**src/rtl/wsbus_pkg.sv**
```systemverilog
package wsbus_pkg;
  typedef enum logic [2:0] {
    PH_IDLE = 3'd0,
    PH_ADDR = 3'd1,
    PH_STRB = 3'd2,
    PH_WAIT = 3'd3,
    PH_DATA = 3'd4,
    PH_END  = 3'd5
  } phase_t;

  typedef enum logic [1:0] {
    K_MEM_RD = 2'd0,
    K_MEM_WR = 2'd1,
    K_IO_RD  = 2'd2,
    K_IO_WR  = 2'd3
  } kind_t;
endpackage

```
**src/rtl/wsbus_phase_seq.sv**
```systemverilog
module wsbus_phase_seq
  import wsbus_pkg::*;
#(
  parameter int MAX_WAIT = 6
) (
  input  logic   clk,
  input  logic   rst_n,
  input  logic   start,
  input  logic   rdy,
  output phase_t phase,
  output logic   to_flag
);
  localparam int CW = $clog2(MAX_WAIT + 1);
  localparam logic [CW-1:0] WLIM = CW'(MAX_WAIT);

  phase_t        ph_q, ph_d;
  logic [CW-1:0] wcnt_q, wcnt_d;
  logic          to_q, to_d;

  always_comb begin
    ph_d   = ph_q;
    wcnt_d = wcnt_q;
    to_d   = to_q;
    unique case (ph_q)
      PH_IDLE: begin
        if (start) begin
          ph_d   = PH_ADDR;
          wcnt_d = '0;
          to_d   = 1'b0;
        end
      end
      PH_ADDR: ph_d = PH_STRB;
      PH_STRB: begin
        if (rdy) begin
          ph_d = PH_DATA;
        end else begin
          ph_d   = PH_WAIT;
          wcnt_d = CW'(1);
        end
      end
      PH_WAIT: begin
        if (rdy) begin
          ph_d = PH_DATA;
        end else if (wcnt_q >= WLIM) begin
          ph_d = PH_DATA;
          to_d = 1'b1;
        end else begin
          wcnt_d = wcnt_q + CW'(1);
        end
      end
      PH_DATA: ph_d = PH_END;
      PH_END:  ph_d = PH_IDLE;
      default: ph_d = PH_IDLE;
    endcase
  end

  always_ff @(posedge clk or negedge rst_n) begin
    if (!rst_n) begin
      ph_q   <= PH_IDLE;
      wcnt_q <= '0;
      to_q   <= 1'b0;
    end else begin
      ph_q   <= ph_d;
      wcnt_q <= wcnt_d;
      to_q   <= to_d;
    end
  end

  assign phase   = ph_q;
  assign to_flag = to_q;
endmodule

```
**src/rtl/wsbus_req_hold.sv**
```systemverilog
module wsbus_req_hold
  import wsbus_pkg::*;
#(
  parameter int MEM_AW = 20,
  parameter int IO_AW  = 16,
  parameter int DW     = 8
) (
  input  logic              clk,
  input  logic              rst_n,
  input  logic              start,
  input  phase_t            phase,
  input  logic              req_write,
  input  logic              req_io,
  input  logic [MEM_AW-1:0] req_addr,
  input  logic [DW-1:0]     req_wdata,
  input  logic [DW-1:0]     bus_din,
  output kind_t             kind,
  output logic [MEM_AW-1:0] bus_addr,
  output logic [DW-1:0]     bus_dout,
  output logic              bus_doe,
  output logic [DW-1:0]     rd_data
);
  localparam logic [MEM_AW-1:0] IO_MASK = {{(MEM_AW-IO_AW){1'b0}}, {IO_AW{1'b1}}};

  logic [MEM_AW-1:0] addr_q, addr_d;
  logic [DW-1:0]     wdat_q, wdat_d;
  logic              wr_q, wr_d, io_q, io_d;
  logic [DW-1:0]     rdat_q, rdat_d;
  logic              cap_en;

  assign cap_en = (phase == PH_DATA) && !wr_q;

  always_comb begin
    addr_d = addr_q;
    wdat_d = wdat_q;
    wr_d   = wr_q;
    io_d   = io_q;
    if (start) begin
      addr_d = req_io ? (req_addr & IO_MASK) : req_addr;
      wdat_d = req_wdata;
      wr_d   = req_write;
      io_d   = req_io;
    end
    rdat_d = cap_en ? bus_din : rdat_q;
  end

  always_ff @(posedge clk or negedge rst_n) begin
    if (!rst_n) begin
      addr_q <= '0;
      wdat_q <= '0;
      wr_q   <= 1'b0;
      io_q   <= 1'b0;
      rdat_q <= '0;
    end else begin
      addr_q <= addr_d;
      wdat_q <= wdat_d;
      wr_q   <= wr_d;
      io_q   <= io_d;
      rdat_q <= rdat_d;
    end
  end

  assign kind     = kind_t'({io_q, wr_q});
  assign bus_addr = (phase == PH_IDLE) ? '0 : addr_q;
  assign bus_doe  = wr_q && (phase inside {PH_STRB, PH_WAIT, PH_DATA, PH_END});
  assign bus_dout = bus_doe ? wdat_q : '0;
  assign rd_data  = rdat_q;
endmodule

```
**src/rtl/wsbus_strobe_dec.sv**
```systemverilog
module wsbus_strobe_dec
  import wsbus_pkg::*;
(
  input  phase_t     phase,
  input  kind_t      kind,
  output logic [3:0] strobe_n
);
  logic active;
  assign active = phase inside {PH_STRB, PH_WAIT, PH_DATA};

  for (genvar g = 0; g < 4; g++) begin : g_strb
    assign strobe_n[g] = !(active && (kind == kind_t'(g)));
  end
endmodule

```
**src/rtl/wsbus_master.sv**
```systemverilog
module wsbus_master
  import wsbus_pkg::*;
#(
  parameter int MEM_AW   = 20,
  parameter int IO_AW    = 16,
  parameter int DW       = 8,
  parameter int MAX_WAIT = 6
) (
  input  logic              clk,
  input  logic              rst_n,
  input  logic              req_valid,
  input  logic              req_write,
  input  logic              req_io,
  input  logic [MEM_AW-1:0] req_addr,
  input  logic [DW-1:0]     req_wdata,
  output logic [DW-1:0]     rd_data,
  output logic              done,
  output logic              timeout,
  output logic              busy,
  output logic [MEM_AW-1:0] bus_addr,
  output logic              bus_ale,
  output logic              mem_rd_n,
  output logic              mem_wr_n,
  output logic              io_rd_n,
  output logic              io_wr_n,
  output logic [DW-1:0]     bus_dout,
  output logic              bus_doe,
  input  logic [DW-1:0]     bus_din,
  input  logic              chan_rdy
);
  phase_t     phase;
  kind_t      kind;
  logic       to_flag;
  logic       start;
  logic [3:0] strobe_n;

  assign start = req_valid && (phase == PH_IDLE);

  wsbus_phase_seq #(.MAX_WAIT(MAX_WAIT)) u_seq (
    .clk     (clk),
    .rst_n   (rst_n),
    .start   (start),
    .rdy     (chan_rdy),
    .phase   (phase),
    .to_flag (to_flag)
  );

  wsbus_req_hold #(.MEM_AW(MEM_AW), .IO_AW(IO_AW), .DW(DW)) u_hold (
    .clk       (clk),
    .rst_n     (rst_n),
    .start     (start),
    .phase     (phase),
    .req_write (req_write),
    .req_io    (req_io),
    .req_addr  (req_addr),
    .req_wdata (req_wdata),
    .bus_din   (bus_din),
    .kind      (kind),
    .bus_addr  (bus_addr),
    .bus_dout  (bus_dout),
    .bus_doe   (bus_doe),
    .rd_data   (rd_data)
  );

  wsbus_strobe_dec u_dec (
    .phase    (phase),
    .kind     (kind),
    .strobe_n (strobe_n)
  );

  assign mem_rd_n = strobe_n[K_MEM_RD];
  assign mem_wr_n = strobe_n[K_MEM_WR];
  assign io_rd_n  = strobe_n[K_IO_RD];
  assign io_wr_n  = strobe_n[K_IO_WR];
  assign bus_ale  = (phase == PH_ADDR);
  assign done     = (phase == PH_END);
  assign timeout  = done && to_flag;
  assign busy     = (phase != PH_IDLE);
endmodule

```
**config.mk**
```make
export PLATFORM = sky130hd
export DESIGN_NAME = wsbus_master
export DESIGN_NICKNAME = d
export VERILOG_FILES = /design/src/rtl/wsbus_pkg.sv /design/src/rtl/wsbus_phase_seq.sv /design/src/rtl/wsbus_req_hold.sv /design/src/rtl/wsbus_strobe_dec.sv /design/src/rtl/wsbus_master.sv
export SDC_FILE = /design/constraint.sdc
export NUM_CORES = 1
export LEC_CHECK = 0
export ABC_AREA = 0
export ABC_CLOCK_PERIOD_IN_PS = 4500
export BUFFER_PORTS_ARGS = -buffer_cell sky130_fd_sc_hd__clkbuf_2
export CORE_ASPECT_RATIO = 1.25
export CORE_UTILIZATION = 53
export CTS_BUF_LIST = sky130_fd_sc_hd__clkbuf_2
export CTS_CLUSTER_DIAMETER = 200
export CTS_CLUSTER_SIZE = 40
export DETAILED_ROUTE_END_ITERATION = 10
export GPL_ROUTABILITY_DRIVEN = 0
export PLACE_DENSITY = 0.84
export SLEW_MARGIN = 0
export SYNTH_ARGS = -nofsm -noshare
export SYNTH_HDL_FRONTEND = slang
export SYNTH_SLANG_ARGS = --single-unit
```
**constraint.sdc**
```tcl
create_clock -name clk -period 4.5 [get_ports clk]
set_input_delay 0 -clock clk [delete_from_list [all_inputs] [get_ports clk]]
set_output_delay 0 -clock clk [all_outputs]
set_load 0.02 [all_outputs]
```
### Yosys cells after proc, flatten, opt, wreduce, memory -nomap -nowiden

Index checks and enable logic that the tools add are counted.
W data, S select, Z words.

* input port bits: 42
* memories kept: 0
* latch bits: 0
* memory bits (read-only): 0
* register bits after elaboration: 45
* RAM bits: 0
* output and inout bits: 45
* word-level logic and storage cells: 64

* multiplexer cells: 17
* reductions and logical operators: 23
* shifts and indexed selects: 0
* $add $sub $neg: 1
* div/mod/pow operators: 0
* $mul: 0
* magnitude comparators: 1
* equal/unequal tests: 14
* bitwise gates (word level): 0

Operators by type and width (number)
* $mux W20: 2
* $mux W3: 8
* $pmux W3 S5: 1
* $ne A2 B2 Y1 const B: 5
* $pmux W3 S3: 1
* $reduce_bool A3 Y1: 3
* $logic_and A1 B1 Y1: 8
* $mux W8: 1
* $eq A3 B2 Y1 const B: 2
* $eq A3 B3 Y1 const B: 2
* $logic_not A1 Y1: 5
* $reduce_and A5 Y1: 1
* $eq A2 B2 Y1 const B: 2
* $reduce_and A4 Y1: 1
* $reduce_bool A4 Y1: 1
* $add A3 B1 Y3 const B: 1
* $eq A3 B1 Y1 const B: 1
* $ge A3 B3 Y1 const B: 1
* $logic_not A3 Y1: 1
* $mux W1: 3
* $ne A3 B3 Y1 const B: 1
* $eq A2 B1 Y1 const B: 1
* $logic_not A2 Y1: 1
* $pmux W1 S2: 1
* 2 further kinds: 2

### Longest topological paths before layout

Gate-level depths: netlist of the first run.

* depth in word-level cells: 4
* gate-level depth with buffers: 5
* gate-level depth less buffers: 4

### By module

Synthesis of the first run repeated with hierarchy kept, for this count alone.

* cells, all modules: 179
* area total of the unflattened synthesis: 2177.1 um^2

By module, submodules not included
* wsbus_req_hold: area each 1672.9 um^2, cells an instance 125, times used 1, seq. area each 950.9 um^2
* wsbus_phase_seq: area each 387.9 um^2, cells an instance 40, times used 1, seq. area each 175.2 um^2
* wsbus_strobe_dec: area each 72.6 um^2, cells an instance 9, times used 1, seq. area each 0.0 um^2
* wsbus_master: area each 43.8 um^2, cells an instance 5, times used 1, seq. area each 0.0 um^2

### Worst setup path before layout of the first run

Ideal clock, no wire load.

* kind: register to register
* from: register u_seq.ph_q[0] (netlist: u_seq.phase[0])
* to: register u_hold.addr_q[0]
* setup time: 125 ps
* path slack: 2879 ps
* buffers on the path: 2
* arrival: 1496 ps
* clock period less this slack: 1621 ps
* cell stages (with the launch flop): 5
* required time: 4375 ps
* path through: dfrtp_1 > or4b_4 > buf_6 > buf_6 > mux2_4

* cells in the longest elaborated chain, start to end: 2

Ends and longest elaborated chain
* from (decl): line wsbus_phase_seq.sv:16 `phase_t ph_q, ph_d;`
* from (signal assigned): line wsbus_phase_seq.sv:63 `ph_q <= ph_d;`
* $logic_not A3 Y1: line wsbus_master.sv:37 `assign start = req_valid && (phase == PH_IDLE);`
* $logic_and A1 B1 Y1: line wsbus_master.sv:37
* to (signal assigned): line wsbus_req_hold.sv:55 `addr_q <= addr_d;`
* to (decl): line wsbus_req_hold.sv:25 `logic [MEM_AW-1:0] addr_q, addr_d;`

No other way between the ends.
A chain may end at the register's enable or synchronous reset.

### Worst setup path after layout of the first run

* from: register u_seq.ph_q[1] (netlist: u_seq.phase[1])
* to: output port mem_rd_n

* cells in the longest elaborated chain, start to end: 4
* elaborated cells on any way between the ends: 6
* classes of those cells: eq/ne: 3; reduce/logical: 3

Ends and longest elaborated chain
* $eq A3 B2 Y1 / $eq A3 B3 Y1 (equally long branches): line wsbus_strobe_dec.sv:9 `assign active = phase inside {PH_STRB, PH_WAIT, PH_DATA};`
* $reduce_bool A3 Y1 (*): line wsbus_strobe_dec.sv:9
* $logic_and A1 B1 Y1 (*): line wsbus_strobe_dec.sv:12 `assign strobe_n[g] = !(active && (kind == kind_t'(g)));`
* $logic_not A1 Y1 (*): line wsbus_strobe_dec.sv:12
* to (decl): line wsbus_master.sv:22 `output logic mem_rd_n,`

Every way passes the cells marked *; elsewhere a longest branch is shown, timed or not.

==> qor.txt, run 1 <==
Outcome -> completed
Synth cell count leaders -> dfrtp_1, mux2_4, nor2b_1, mux2_2, and3_1
Synth area leaders -> dfrtp_1, mux2_4, mux2_2, nor2b_1, and3_1
Share of layout cells above drive strength 1 -> 45.0%
Worst Skew -> 18.4 ps
H-tree depth -> 2
Post-synthesis cell count -> 167
Setup violators final -> 0
Power Dens Cells -> 651 mW/mm^2
Initial antenna violation count -> 0
Final Cycle Share -> 44.5%
Final Non-Filler Cells -> 352
Setup TNS -> 0 ps
Die width -> 59.4 um
RSZ-0062 raised after global routing -> no
Crit path DAT -> 2000 ps
Commonest register cell after synthesis -> dfrtp_1
FF-to-FF setup slack -> 2580 ps
Multi-input gate area -> 986 um^2
CP Class -> reg -> out
Placed standard-cell area -> 0.00262 mm^2
Synth-to-Final Area Change -> 44.2%
Total Routed Length -> 5120 um
Clock Tree Buf Depth -> 2
Core Area -> 0.00385 mm^2
Placed cells -> 298
RR Startpoint -> u_seq.phase[1]
Worst slew margin -> 30.5%
Crit path launch -> u_seq.phase[1]
Full die area -> 0.00438 mm^2
Synth Net Count -> 210
Asr flop ratio synth -> 100%
Fin. max-slew vios -> 0
Endpoint class of the critical path -> output port
Worst reg2reg path depth -> 2
Starting Density -> 56.7%
Synth Warn # -> 0
Hold slack -> 270 ps
Synth Area per Inst -> 13.1 um^2
Crit start category -> flip-flop
Vias in the first global route -> 1749
Fin nets -> 340
Die height -> 73.7 um
Final worst path period need -> 2000 ps
Buffers added on ports -> 86
RR Endpoint -> u_hold.addr_q[3]
Most frequent cell after synthesis -> dfrtp_1
CTS tree -> done
Routed Antenna Nets -> 0
Post_cts resized -> 0
Vias -> 1780
Drt first-iter violations -> 59
Syn Std Cell Area -> 0.00218 mm^2
Synth top area share -> 51.6%
Largest net degree at the start of global routing -> 46
WL/cell -> 14.5 um
Max Clk Rate -> 499 MHz
Boundary Pins -> 87
Register area share after synthesis -> 51.6%
Unique masters post-synth -> 31
CTS buffer count -> 5
Clock transition at path regs -> 220 ps
Hold Fails Final Rpt -> 0
Register Area -> 0.00113 mm^2
Root buffer cell -> clkbuf_2
# DRC -> 0
Post-synth EDFFs -> 0
Remaining Overflow, GRT -> 0
Worst-Margin Slew -> 1040 ps
Number of diodes -> 0
Hold WC Path Type -> in -> async
Worst-Skew Late Latency -> 420 ps
Maximum vdd drop -> 0.000409 V
Power consumption -> 2.05 mW
Leading area contributor after synthesis -> dfrtp_1
Worst Path Required -> 4500 ps
Pre-antenna DRT Iters -> 4
Via density -> 5.06
# rows -> 25
Total track usage -> 24.7%
Synth Register Bits -> 45
First-pass GRT wire length -> 7910 um
Leakage dissipation -> 1.63 nW
Max-Cap Viols -> 0
Final Cell Area -> 0.00315 mm^2
Final HPWL DP -> 3070 um
Layout filler cell count -> 225
CTS sink cnt -> 45
Crit-path max FO -> 12
==> how the worst max path moves through the flow <==
stage          cells past startpoint           endpoint
2_1_floorplan                      4   u_hold.addr_q[0]
5_1_grt                            3           mem_rd_n
4_1_cts                            3           mem_rd_n
3_3_place_gp                       2  u_hold.addr_q[11]
3_5_place_dp                       2   u_hold.addr_q[8]
6_report                           3           mem_rd_n
==> timing repair <==
item | CTS | global route
hold buffers | 46 | 0
hold endpoints to repair | 87 | 0
setup buffers | 0 | 0
==> cell usage in the layout, fill, tap and decap left out, types with 2 or more instances in the layout <==
master | Yosys | layout
and3_1 | 10 | 10
o21ai_0 | 5 | 5
mux2_4 | 22 | 22
dlygate4sd3_1 | 0 | 46
and2_1 | 2 | 2
nand2_1 | 7 | 7
nand3b_1 | 2 | 2
nand2b_1 | 7 | 7
a21oi_1 | 3 | 3
dfrtp_1 | 45 | 45
mux2_2 | 14 | 14
clkbuf_2 | 0 | 92
nor3b_1 | 2 | 2
nand3_1 | 2 | 2
nor2b_1 | 21 | 21
==> per-layer routing <==
layer | vias up | GRT usage, % | routed length, um
li1 | 837 | - | -
met1 | 863 | 25.1 | 1910
met2 | 66 | 46.2 | 2840
met3 | 14 | 6.51 | 242
met4 | 0 | 10.8 | 124
met5 | - | 0 | 0
==> per-stage QoR <==
step	setup slack (ps)	util [%]
CTS	2470	81.8
floorplan	2880	-
finish	2500	81.8
detailed placement	2620	68.1
global route	2380	81.8
global placement	2650	68.1
==> cell type report <==
type                    instances  area share (%)
clock buffers                   6           0.955
clock inverters                 2            1.07
inverters                       1           0.119
multi-input cells             111            31.3
flip-flops and latches         45            35.8
well taps                      54            2.15
repair buffers                133            28.6
==> state kept, by name (all words and copies together) (netlist names) <==
| name | cells |
|---|---|
| u_hold.addr_q | 20 |
| u_seq.wcnt_q | 3 |
| u_hold.rd_data | 8 |
| u_seq.phase | 3 |
| u_hold.io_q | 1 |
| u_seq.to_flag | 1 |
| u_hold.wdat_q | 8 |
| u_hold.wr_q | 1 |
==> critical path: stages, from the launching register on <==
cell and delay (ps):
dfrtp_1 560, or3b_2 550, a211o_1 320, clkbuf_2 160
==> cells by family (layout without fill, tap and decap cells) <==
group,Yosys count,in the layout,share of synthesized area (%)
AND/OR/NAND/NOR,59,59,17.4
flip-flops,45,45,51.6
multiplexers,37,37,22.8
AO/OA/AOI/OAI,13,13,3.73
buffers and inverters,11,142,3.44
adder cells (fa/ha/maj),1,1,0.573
XOR/XNOR,1,1,0.401
==> power breakdown <==
group	switching [mW]	leakage (nW)	total, mW	internal, mW
logic	0.571	1.04	1.09	0.517
clock network	0.127	0.0406	0.221	0.0947
registers	0.149	0.548	0.739	0.590
total	0.847	1.63	2.05	1.20
Power figures use the tool's default switching activity.
==> run 2, diff against run 1 <==
--- a/config.mk
+++ b/config.mk
@@ -5,17 +5,17 @@
 export SDC_FILE = /design/constraint.sdc
 export NUM_CORES = 1
 export LEC_CHECK = 0
-export ABC_AREA = 0
-export ABC_CLOCK_PERIOD_IN_PS = 4500
+export ABC_AREA = 1
+export ABC_CLOCK_PERIOD_IN_PS = 1700
 export BUFFER_PORTS_ARGS = -buffer_cell sky130_fd_sc_hd__clkbuf_2
 export CORE_ASPECT_RATIO = 1.25
-export CORE_UTILIZATION = 53
+export CORE_UTILIZATION = 45
 export CTS_BUF_LIST = sky130_fd_sc_hd__clkbuf_2
 export CTS_CLUSTER_DIAMETER = 200
 export CTS_CLUSTER_SIZE = 40
 export DETAILED_ROUTE_END_ITERATION = 10
 export GPL_ROUTABILITY_DRIVEN = 0
-export PLACE_DENSITY = 0.84
+export PLACE_DENSITY = 0.76
 export SLEW_MARGIN = 0
 export SYNTH_ARGS = -nofsm -noshare
 export SYNTH_HDL_FRONTEND = slang
==> constraint.sdc (replaced) <==
create_clock -name clk -period 1.7 [get_ports clk]
set_input_delay 0 -clock clk [delete_from_list [all_inputs] [get_ports clk]]
set_output_delay 0 -clock clk [all_outputs]
set_load 0.02 [all_outputs]
==> qor.txt, run 2 <==
Largest net degree at the start of global routing -> 46 (unchanged)
Synth Register Bits -> 45 (unchanged)
Post-synth EDFFs -> 0 (unchanged)
Final HPWL DP -> 3360 um (was 3070 um)
Top reg by flops -> u_hold.addr_q (unchanged)
Pre-antenna DRT Iters -> 4 (unchanged)
Buffers added on ports -> 86 (unchanged)
CP max stage delay -> 500 ps (was 560 ps)
Power Dens Cells -> 1670 mW/mm^2 (was 651 mW/mm^2)
RSZ-0062 raised after global routing -> yes (was no)
Root buffer cell -> clkbuf_2 (unchanged)
CTS buffer count -> 5 (unchanged)
Crit path capture -> bus_dout[5] (was mem_rd_n)
Boundary Pins -> 87 (unchanged)
Die height -> 79.2 um (was 73.7 um)
Outcome -> completed (unchanged)
Total Routed Length -> 5790 um (was 5120 um)
Place WS -> 271 ps (was 2620 ps)
Full die area -> 0.00505 mm^2 (was 0.00438 mm^2)
Fin nets -> 454 (was 340)
Most frequent cell after synthesis -> nand2_1 (was dfrtp_1)
First-pass GRT wire length -> 9370 um (was 7910 um)
Hold WC Path Type -> in -> reg (was in -> async)
Synth-to-Final Area Change -> 53.4% (was 44.2%)
Hold Fails Final Rpt -> 0 (unchanged)
Synth cell count leaders -> nand2_1, inv_1, dfrtp_1, nor2_1, o21ai_0 (was dfrtp_1, mux2_4, nor2b_1, mux2_2, and3_1)
Final worst path period need -> 1700 ps
RR Endpoint -> u_hold.addr_q[3] (unchanged)
# rows -> 27 (was 25)
Post-Synth Simple-Gate Area -> 22.9% (was 17.4%)
Remaining Overflow, GRT -> 0 (unchanged)
Endpoint class of the critical path -> output port (unchanged)
Most frequent cells in the layout -> clkbuf_2, nand2_1, inv_1 (was clkbuf_2, dlygate4sd3_1, dfrtp_1)
WL/cell -> 12.4 um (was 14.5 um)
Clock transition at path regs -> 210 ps (was 220 ps)
Worst-Margin Slew -> 555 ps (was 1040 ps)
Setup violators final -> 0 (unchanged)
# DRC -> 0 (unchanged)
Fin. max-slew vios -> 0 (unchanged)
Power consumption -> 5.50 mW (was 2.05 mW)
Register area share after synthesis -> 52.5% (was 51.6%)
Synth Area in Compound Gates -> 11.3% (was 3.73%)
CTS sink cnt -> 45 (unchanged)
Worst Skew -> 17.3 ps (was 18.4 ps)
Leading area contributor after synthesis -> dfrtp_1 (unchanged)
Share of layout cells above drive strength 1 -> 31.2% (was 45.0%)
Total track usage -> 24.0% (was 24.7%)
Layout filler cell count -> 328 (was 225)
Worst-Skew Late Latency -> 400 ps (was 420 ps)
Final Cycle Share -> 99.7%
Adder-Cell Fraction of Synth Area -> 0.583% (was 0.573%)
Vias -> 2223 (was 1780)
Synth top area share -> 52.5% (was 51.6%)
RR Startpoint -> u_seq.phase[0] (was u_seq.phase[1])
Worst slew margin -> 63.0% (was 30.5%)
Worst path slowest cell -> dfrtp_2 (was dfrtp_1)
Commonest non-fill, non-tap cell in the layout -> clkbuf_2 (unchanged)
Min-delay src -> req_valid
Post-synthesis mux area share -> 0% (was 22.8%)
Asr flop ratio synth -> 100% (unchanged)
Clock Tree Buf Depth -> 2 (unchanged)
Crit path launch -> u_seq.phase[0] (was u_seq.phase[1])
Max reg flops -> 20 (unchanged)
Die width -> 63.8 um (was 59.4 um)
Number of diodes -> 0 (unchanged)
Unique masters post-synth -> 22 (was 31)
Max-Cap Viols -> 0 (unchanged)
Drt first-iter violations -> 104 (was 59)
H-tree depth -> 2 (unchanged)
Vias in the first global route -> 2162 (was 1749)
Via density -> 4.75 (was 5.06)
Max Clk Rate -> 590 MHz
Worst reg2reg path depth -> 7 (was 2)
Post-synthesis cell count -> 269 (was 167)
Core Area -> 0.00449 mm^2 (was 0.00385 mm^2)
Synth Area in XOR/XNOR -> 0.408% (was 0.401%)
Crit path DAT -> 1700 ps (was 2000 ps)
Crit-path max FO -> 6 (was 12)
Commonest register cell after synthesis -> dfrtp_1 (unchanged)
CP Class -> reg -> out (unchanged)
Setup TNS -> 0 ps (unchanged)
Worst-path cell chain -> nor2_4 -> nand2_2 -> nand2_4 -> o21ai_4 -> nor2_2 -> buf_6 (was or3b_2 -> a211o_1 -> clkbuf_2)
Worst Slack Setup Final -> 4.27 ps (was 2500 ps)
Worst Path Required -> 1700 ps (was 4500 ps)
Maximum vdd drop -> 0.00107 V (was 0.000409 V)
CTS tree -> done (unchanged)
Crit start category -> flip-flop (unchanged)
Routed Antenna Nets -> 0 (unchanged)
Starting Density -> 47.8% (was 56.7%)
Initial antenna violation count -> 0 (unchanged)
Hold slack -> 90.4 ps (was 270 ps)
Finished Core Util -> 73.2% (was 81.8%)
Largest family of logic cells by synthesized area -> simple AND/OR/NAND/NOR gates (was multiplexers)
Synth area leaders -> dfrtp_1, nand2_1, inv_1, o21ai_0, nor2_1 (was dfrtp_1, mux2_4, mux2_2, nor2b_1, and3_1)
Synth Area per Inst -> 7.98 um^2 (was 13.1 um^2)
Syn Std Cell Area -> 0.00215 mm^2 (was 0.00218 mm^2)
Synth Net Count -> 312 (was 210)
FF-to-FF setup slack -> 110 ps (was 2580 ps)
Leakage dissipation -> 1.78 nW (was 1.63 nW)
Synth Warn # -> 0 (unchanged)
[run 2: changes by cell type after synthesis, moves of 7 or more]
cell	previous run	this run
nand2_1	7	54
nor2b_1	21	0
nor2_1	1	40
o21ai_0	5	35
mux2_2	14	0
inv_1	1	51
and3_1	10	0
mux2_4	22	0
nand3_1	2	13
nand2b_1	7	0
[run 2: worst min path at each step]
| stage | to | cells after the start |
|---|---|---|
| 6_report | u_hold.wr_q | 5 |
| 5_1_grt | u_hold.wdat_q[0] | 5 |
| 2_1_floorplan | u_hold.addr_q[0] | 0 |
| 3_3_place_gp | u_hold.addr_q[10] | 2 |
| 4_1_cts | u_hold.wr_q | 5 |
| 3_5_place_dp | u_hold.addr_q[3] | 2 |
[run 2: worst max-delay path, delay by kind of cell, from the launching register on]
| kind | cells | cell delay (ps) |
|---|---|---|
| buffers and inverters | 1 | 130 |
| AND/OR/NAND/NOR | 4 | 570 |
| AO/OA/AOI/OAI | 1 | 90 |
| flip-flops | 1 | 500 |
[run 2: layout make-up]
type                            instances  area (um^2)  area share [%]
Sequential cell                        45         1130            34.3
Timing Repair Buffer                  143         1040            31.6
Multi-Input combinational cell        163          810            24.6
Inverter                               53          209            6.35
Tap cell                               58         72.6            2.21
Clock buffer                            5         25.0           0.760
Clock inverter                          1         5.00           0.152
[run 2: cells by family (layout without fill, tap and decap cells)]
family,after synthesis,after routing
simple gates,114,114
buf+inv,62,202
compound gates,46,47
flops,45,45
fa+ha+maj,1,1
xor+xnor,1,1
[run 2: where the power goes]
part	internal, mW	leakage [nW]	switching [mW]
logic	1.25	1.20	2.02
clock network	0.0841	0.0247	0.314
registers	1.56	0.556	0.257
total	2.90	1.78	2.60
[run 2: through the flow]
step,cells,area [um^2]
finish,468,3290
global route,468,3290
CTS,461,3160
detailed placement,409,2650
global placement,409,2650
floorplan,269,2150
[run 2: layer usage]
metal | track usage, % | vias to the layer above | wire length, um
met4 | 9.55 | 0 | 95
met2 | 43.0 | 89 | 2930
met3 | 5.32 | 11 | 336
li1 | - | 1101 | -
met5 | 0 | - | 0
met1 | 27.4 | 1022 | 2430
[run 2: what timing repair did]
item                                    4_1_cts  5_1_grt
gates resized for setup                      14       26
cloned                                        1        1
setup buffers                                 5        6
endpoints found under the setup margin       28       28
endpoints found under the hold margin        86        0
pin swaps                                     3        6
hold buffers                                 40        0
